===== config.mk =====
export PLATFORM = sky130hd
export DESIGN_NAME = she_pattern_gen
export DESIGN_NICKNAME = d
export VERILOG_FILES = /design/src/rtl/she_pkg.sv /design/src/rtl/she_phase_acc.sv /design/src/rtl/she_table_reg.sv /design/src/rtl/she_level.sv /design/src/rtl/she_gate_out.sv /design/src/rtl/she_pattern_gen.sv
export SDC_FILE = /design/constraint.sdc
export NUM_CORES = 1
export LEC_CHECK = 0
export BUFFER_PORTS_ARGS = -buffer_cell sky130_fd_sc_hd__buf_2
export CAP_MARGIN = 30
export CORE_ASPECT_RATIO = 1.1
export CORE_MARGIN = 2
export CORE_UTILIZATION = 42
export DETAILED_ROUTE_END_ITERATION = 7
export GPL_TIMING_DRIVEN = 0
export PLACE_DENSITY = 0.62
export SKIP_LAST_GASP = 1
export SYNTH_ARGS = -nofsm -noshare
export SYNTH_HDL_FRONTEND = slang
export SYNTH_SLANG_ARGS = --single-unit

===== constraint.sdc =====
create_clock -name clk_i -period 6.14 [get_ports clk_i]
set_clock_uncertainty 0.15 [all_clocks]
set_input_delay 0.307 -clock clk_i [delete_from_list [all_inputs] [get_ports clk_i]]
set_output_delay 0.307 -clock clk_i [all_outputs]
set_load 0.02 [all_outputs]

===== src/rtl/she_pkg.sv =====
package she_pkg;

  typedef enum logic [1:0] {
    QTR_RISE     = 2'd0,
    QTR_FALL     = 2'd1,
    QTR_NEG_RISE = 2'd2,
    QTR_NEG_FALL = 2'd3
  } quarter_e;

  typedef struct packed {
    logic leg;
    logic hi;
    logic lo;
  } drive_t;

endpackage


===== src/rtl/she_phase_acc.sv =====
module she_phase_acc #(
  parameter int PHASE_W = 12
) (
  input  logic               clk_i,
  input  logic               rst_ni,
  input  logic [PHASE_W-1:0] inc_i,
  output logic [PHASE_W-1:0] phase_o,
  output logic               wrap_o,
  output logic               load_o,
  output logic               primed_o
);

  logic [PHASE_W-1:0] phase_q;
  logic [PHASE_W:0]   sum;
  logic               primed_q;

  assign sum    = {1'b0, phase_q} + {1'b0, inc_i};
  assign wrap_o = sum[PHASE_W];
  // first edge after reset also captures a table
  assign load_o = wrap_o | ~primed_q;

  always_ff @(posedge clk_i or negedge rst_ni) begin
    if (!rst_ni) begin
      phase_q  <= '0;
      primed_q <= 1'b0;
    end else begin
      phase_q  <= sum[PHASE_W-1:0];
      primed_q <= 1'b1;
    end
  end

  assign phase_o  = phase_q;
  assign primed_o = primed_q;

endmodule


===== src/rtl/she_table_reg.sv =====
module she_table_reg #(
  parameter int N_ANG   = 4,
  parameter int PHASE_W = 12,
  parameter int ANG_W   = PHASE_W - 1
) (
  input  logic                   clk_i,
  input  logic                   rst_ni,
  input  logic                   load_i,
  input  logic [N_ANG*ANG_W-1:0] tab_i,
  output logic [N_ANG*ANG_W-1:0] tab_o,
  output logic                   err_o
);

  localparam int QW = PHASE_W - 2;
  localparam logic [ANG_W-1:0] QTR_LIM = ANG_W'(1) << QW;

  logic [N_ANG-1:0] ok_lim;
  logic [N_ANG-1:0] ok_ord;
  logic             tab_ok;

  for (genvar k = 0; k < N_ANG; k++) begin : g_chk
    logic [ANG_W-1:0] cur;
    assign cur       = tab_i[k*ANG_W +: ANG_W];
    assign ok_lim[k] = cur < QTR_LIM;
    if (k == 0) begin : g_first
      assign ok_ord[k] = 1'b1;
    end else begin : g_rest
      assign ok_ord[k] = cur > tab_i[(k-1)*ANG_W +: ANG_W];
    end
  end

  assign tab_ok = &ok_lim & &ok_ord;

  logic [N_ANG*ANG_W-1:0] tab_q;
  logic                   err_q;

  always_ff @(posedge clk_i or negedge rst_ni) begin
    if (!rst_ni) begin
      tab_q <= '0;
      err_q <= 1'b0;
    end else if (load_i) begin
      tab_q <= tab_i;
      err_q <= ~tab_ok;
    end
  end

  assign tab_o = tab_q;
  assign err_o = err_q;

endmodule


===== src/rtl/she_level.sv =====
module she_level
  import she_pkg::*;
#(
  parameter int N_ANG   = 4,
  parameter int PHASE_W = 12,
  parameter int ANG_W   = PHASE_W - 1
) (
  input  logic [PHASE_W-1:0]     phase_i,
  input  logic [N_ANG*ANG_W-1:0] tab_i,
  input  logic                   err_i,
  output logic                   level_o
);

  localparam int QW = PHASE_W - 2;
  localparam logic [ANG_W:0] QTR_SUM = (ANG_W+1)'(1) << QW;
  localparam logic N_ODD = (N_ANG % 2) == 1;

  logic [QW-1:0]    pos;
  quarter_e         qtr;
  logic             neg_half;
  logic [N_ANG-1:0] hit_rise;
  logic [N_ANG-1:0] hit_fall;
  logic             pos_lvl;

  assign pos      = phase_i[QW-1:0];
  assign qtr      = quarter_e'(phase_i[PHASE_W-1 -: 2]);
  assign neg_half = phase_i[PHASE_W-1];

  for (genvar k = 0; k < N_ANG; k++) begin : g_cmp
    logic [ANG_W-1:0] ang;
    logic [ANG_W:0]   mir;
    assign ang         = tab_i[k*ANG_W +: ANG_W];
    assign hit_rise[k] = ang <= {1'b0, pos};
    // pi - a <= pi/2 + pos  <=>  a + pos >= pi/2
    assign mir         = {1'b0, ang} + {2'b0, pos};
    assign hit_fall[k] = mir >= QTR_SUM;
  end

  always_comb begin
    unique case (qtr)
      QTR_RISE, QTR_NEG_RISE: pos_lvl = ~^hit_rise;
      default:                pos_lvl = ~(^hit_fall ^ N_ODD);
    endcase
    level_o = err_i ? ~neg_half : (pos_lvl ^ neg_half);
  end

endmodule


===== src/rtl/she_gate_out.sv =====
module she_gate_out
  import she_pkg::*;
(
  input  logic clk_i,
  input  logic rst_ni,
  input  logic primed_i,
  input  logic level_i,
  output logic leg_o,
  output logic gate_hi_o,
  output logic gate_lo_o
);

  drive_t drv_d, drv_q;

  always_comb begin
    drv_d.leg = primed_i & level_i;
    drv_d.hi  = primed_i & level_i;
    drv_d.lo  = primed_i & ~level_i;
  end

  always_ff @(posedge clk_i or negedge rst_ni) begin
    if (!rst_ni) drv_q <= '0;
    else         drv_q <= drv_d;
  end

  assign leg_o     = drv_q.leg;
  assign gate_hi_o = drv_q.hi;
  assign gate_lo_o = drv_q.lo;

endmodule


===== src/rtl/she_pattern_gen.sv =====
module she_pattern_gen #(
  parameter int N_ANG   = 4,
  parameter int PHASE_W = 12
) (
  input  logic                         clk_i,
  input  logic                         rst_ni,
  input  logic [PHASE_W-1:0]           phase_inc_i,
  input  logic [N_ANG*(PHASE_W-1)-1:0] angles_i,
  output logic                         leg_o,
  output logic                         gate_hi_o,
  output logic                         gate_lo_o,
  output logic                         err_o
);

  localparam int ANG_W = PHASE_W - 1;

  logic [PHASE_W-1:0]     phase_q;
  logic                   wrap;
  logic                   load;
  logic                   primed_q;
  logic [N_ANG*ANG_W-1:0] tab_act;
  logic                   err_q;
  logic                   level;

  she_phase_acc #(
    .PHASE_W (PHASE_W)
  ) u_acc (
    .clk_i    (clk_i),
    .rst_ni   (rst_ni),
    .inc_i    (phase_inc_i),
    .phase_o  (phase_q),
    .wrap_o   (wrap),
    .load_o   (load),
    .primed_o (primed_q)
  );

  she_table_reg #(
    .N_ANG   (N_ANG),
    .PHASE_W (PHASE_W),
    .ANG_W   (ANG_W)
  ) u_tab (
    .clk_i  (clk_i),
    .rst_ni (rst_ni),
    .load_i (load),
    .tab_i  (angles_i),
    .tab_o  (tab_act),
    .err_o  (err_q)
  );

  she_level #(
    .N_ANG   (N_ANG),
    .PHASE_W (PHASE_W),
    .ANG_W   (ANG_W)
  ) u_lvl (
    .phase_i (phase_q),
    .tab_i   (tab_act),
    .err_i   (err_q),
    .level_o (level)
  );

  she_gate_out u_out (
    .clk_i     (clk_i),
    .rst_ni    (rst_ni),
    .primed_i  (primed_q),
    .level_i   (level),
    .leg_o     (leg_o),
    .gate_hi_o (gate_hi_o),
    .gate_lo_o (gate_lo_o)
  );

  assign err_o = err_q;

endmodule


==> out/metrics.cfg <==
[run_status]
outcome=complete, but fails checks
failed_checks=design-rule violations

[drt]
detailroute.via_count=4337
drt-pass1-iter-count=6
drt-wirelength-per-cell_um=17.3
drt_wl_total_um=13800
ant_nets=0
route.detailed.drc=2
starting_drt_drc_count=203
avgViaCountPerCell=5.45

[cts]
cts.root.buffer_cell=sky130_fd_sc_hd__clkbuf_16
cts-resized-gates=0
clk_latency_ns=0.34
cts_h_tree_lvls=3
tritoncts_clock_tree=done
clkSinkCount=60
max-clock-path-buffers=2
cts-buffers-inserted=9
path_clk_slew_ns=0.06

[grt]
pin_count_of_the_biggest_net_entering_global_routing=61
first_global_vias=4386
gr-total-overflow=0
globalRouteTotalUtil_pct=20.7
number_of_antenna_violations_at_the_first_check_in_global_routing=0
first_pass_grt_wire_length_um=22200

[worst_hold_path]
hold_end=u_tab.tab_o[33]$_DFFE_PN0P_
worst_hold_path_type=input pin to flop
hp-start=angles_i[33]
min_delay_path_depth=3

[synthesis]
synth_cell_type_count=55
synthCells=561
synth_area_leaders=sky130_fd_sc_hd__ha_1 29%, sky130_fd_sc_hd__dfrtp_1 27%, sky130_fd_sc_hd__mux2_2 8.2%, sky130_fd_sc_hd__inv_1 4.6%, sky130_fd_sc_hd__a21oi_1 3.3%
synth-warning-count=0
number_of_storage_elements_in_the_synthesis_netlist=60
dominantRegCellSynth=sky130_fd_sc_hd__dfrtp_1
post_syn_nets=751
netlist.area_leader.share_pct=28.9
number_of_enable_type_register_cells_in_the_synthesized_netlist=0
synth.most_common_cell=sky130_fd_sc_hd__ha_1
syn_area_sq_um=5500
synth_common_cells=127 x sky130_fd_sc_hd__ha_1, 68 x sky130_fd_sc_hd__inv_1, 60 x sky130_fd_sc_hd__dfrtp_1
asyncSetResetFlopFracSynth_pct=100
synth.largest_area_cell=sky130_fd_sc_hd__ha_1
postSynthAreaPerCell_sq_um=9.81
synth-seq-area-share_pct=27.3

[finish]
ant_diodes=0
area_growth_syn_to_layout_pct=14.7
sequential_cell_area_sq_um=1500
num-nets-final=824
multi_input_comb_area_sq_um=3720
share_of_post_route_cells_with_drive_strength_above_1_pct=19.4
n_fill_cell=1198

[worst_setup_path]
slowest_stage=sky130_fd_sc_hd__dfrtp_1
crit_path_cell_trace=inv_1, fa_1, nor2b_1, o21ai_0, a21boi_0, o21ai_0, a21oi_1, a41oi_1, a21oi_1, clkbuf_1, mux2_2
worstPathRequired_ns=6.21
worst_path_class_setup=flop to flop
reg2reg_from=u_acc.phase_o[1]$_DFF_PN0_
rr_worst_depth=11
worstPathBufferInverterCount=2
worst_r2r_endpoint=u_tab.tab_o[41]$_DFFE_PN0P_
regToRegSetupSlack_ns=1.91
startpoint_type=flop
crit_arrival_ns=4.30
crit_cells=11
path_delay_family=compound AO/OA/AOI/OAI gates
crit_path_max_incr_delay_ns=0.69
endpoint_kind=flop
crit_path_max_fanout=10

[sta]
finalSetupViolCount=0
worst_slew_pin_slew_ns=0.792
slew-limit-headroom_pct=47.2
grt_setup_unrepaired=false
slew_viol_final=0
final_period_utilization_pct=68.9
final.setup.tns_ns=0
max_freq_ghz=0.236
endpoints_failing_hold=0
final_period_minus_worst_setup_slack_ns=4.23

[floorplan]
std_cell_rows=43
chipWidth_um=113
design.die.area_sq_um=14000
core-area_sq_um=12700
chipHeight_um=124
initial_core_util_pct=43.3
pin_count=62

[power_and_ir_drop]
power_density_nw_per_um2=526
worst_ir_drop_vdd_mv=0.195
p_leak_nw=3.14
pwr_total_mw=3.32

[placed_design]
globalplace.congestion=0.910
dp_hpwl_um=11200
buffer_ports.inserted=61

[flow_run]
max-cap-violations=0

-- through the flow --
stage / utilization [%] / worst slack [ns] / instance area (sq um) / std cells / hold WS (ns)
floorplan: - / 2.87 / 5500 / 561 / -0.139
CTS: 49.7 / 1.83 / 6310 / 796 / 0.0387
global placement: 47.3 / 1.95 / 6010 / 779 / 0.380
finish: 49.7 / 1.91 / 6310 / 796 / 0.0443
detailed placement: 47.3 / 1.86 / 6010 / 779 / 0.304
global route: 49.7 / 1.51 / 6310 / 796 / 0.0490
-- layout by cell type, fill, tap and decap left out, types with 2 or more instances in the layout --
cell / n
sky130_fd_sc_hd__a211oi_1: 9
sky130_fd_sc_hd__a21boi_0: 4
sky130_fd_sc_hd__a21o_1: 9
sky130_fd_sc_hd__a21oi_1: 36
sky130_fd_sc_hd__a221oi_1: 3
sky130_fd_sc_hd__a31oi_1: 2
sky130_fd_sc_hd__buf_2: 60
sky130_fd_sc_hd__buf_4: 2
sky130_fd_sc_hd__clkbuf_1: 5
sky130_fd_sc_hd__clkbuf_16: 9
sky130_fd_sc_hd__clkinv_2: 3
sky130_fd_sc_hd__clkinvlp_4: 3
sky130_fd_sc_hd__dfrtp_1: 60
sky130_fd_sc_hd__fa_1: 5
sky130_fd_sc_hd__ha_1: 127
sky130_fd_sc_hd__inv_1: 68
sky130_fd_sc_hd__mux2_2: 40
sky130_fd_sc_hd__nand2_1: 15
sky130_fd_sc_hd__nand2b_1: 13
sky130_fd_sc_hd__nand3_1: 7
sky130_fd_sc_hd__nand3b_1: 4
sky130_fd_sc_hd__nand4_1: 12
sky130_fd_sc_hd__nand4b_1: 4
sky130_fd_sc_hd__nor2_1: 27
sky130_fd_sc_hd__nor2b_1: 13
sky130_fd_sc_hd__nor3_1: 12
sky130_fd_sc_hd__nor4_1: 5
sky130_fd_sc_hd__o211ai_1: 5
sky130_fd_sc_hd__o21a_1: 4
sky130_fd_sc_hd__o21ai_0: 26
sky130_fd_sc_hd__o21bai_1: 2
sky130_fd_sc_hd__o311ai_0: 2
sky130_fd_sc_hd__o31a_1: 2
sky130_fd_sc_hd__o31ai_1: 3
sky130_fd_sc_hd__or2_2: 2
sky130_fd_sc_hd__or3_1: 2
sky130_fd_sc_hd__xnor2_1: 10
-- state kept, by name, summed over array words and instances (netlist names) --
signal and count:
u_tab.tab_o 44, u_acc.phase_o 12, u_acc.primed_o 1, u_out.gate_hi_o 1
u_out.gate_lo_o 1, u_tab.err_o 1
-- final cells by class --
type | instances | area share [%]
inverters | 68 | 4.04
clock inverters | 7 | 1.07
multi-input cells | 427 | 59.0
repair buffers | 62 | 5.04
flip-flops and latches | 60 | 23.8
clock buffers | 9 | 3.57
well taps | 157 | 3.11
plain buffers | 6 | 0.416
-- cells by family after synthesis --
kind of cell    after synthesis  synth area share (%)
simple gates                123                  12.3
other cells                   1                0.0681
compound gates              117                  13.6
fa+ha+maj                   132                  30.7
mux                          41                  8.37
flops                        60                  27.3
xor+xnor                     13                  2.59
buf+inv                      74                  5.11
-- worst register-to-register path, cell delays in order, from the launching register on --
cell and delay [ns]:
sky130_fd_sc_hd__dfrtp_1 0.69, sky130_fd_sc_hd__inv_1 0.30, sky130_fd_sc_hd__fa_1 0.50, sky130_fd_sc_hd__nor2b_1 0.14, sky130_fd_sc_hd__o21ai_0 0.11, sky130_fd_sc_hd__a21boi_0 0.26
sky130_fd_sc_hd__o21ai_0 0.14, sky130_fd_sc_hd__a21oi_1 0.22, sky130_fd_sc_hd__a41oi_1 0.17, sky130_fd_sc_hd__a21oi_1 0.38, sky130_fd_sc_hd__clkbuf_1 0.62, sky130_fd_sc_hd__mux2_2 0.41
-- power by group --
group / internal [mW] / switching [mW]
sequential: 0.590 / 0.260
clock: 0.311 / 0.196
combinational: 0.918 / 1.04
total: 1.82 / 1.50
-- worst max path at each step --
stage	startpoint	endpoint	slack, ns
after floorplan	u_acc.phase_o[1]$_DFF_PN0_	u_tab.tab_o[10]$_DFFE_PN0P_	2.87
after global placement	u_acc.phase_o[1]$_DFF_PN0_	u_tab.tab_o[41]$_DFFE_PN0P_	1.95
after detailed placement	u_acc.phase_o[1]$_DFF_PN0_	u_tab.tab_o[4]$_DFFE_PN0P_	1.86
after CTS	u_acc.phase_o[1]$_DFF_PN0_	u_tab.tab_o[41]$_DFFE_PN0P_	1.83
after global routing	u_acc.phase_o[1]$_DFF_PN0_	u_tab.tab_o[41]$_DFFE_PN0P_	1.51
final	u_acc.phase_o[1]$_DFF_PN0_	u_tab.tab_o[41]$_DFFE_PN0P_	1.91
-- what timing repair did --
| action | CTS | global route |
|---|---|---|
| hold buffers | 1 | 0 |
| hold endpoints to repair | 60 | 0 |
| setup buffers | 0 | 0 |
| setup endpoints to repair | 0 | 0 |
-- metal layers --
metal  vias to the layer above  share of wire [%]  global-route usage, %
li1                       2159                  -                      -
met1                      2065                 46                   26.4
met2                        95                 48                   35.7
met3                        18                4.4                   4.04
met4                         0                1.7                   6.48
met5                         -                  0                      0
(Power assumes the default switching activity.)
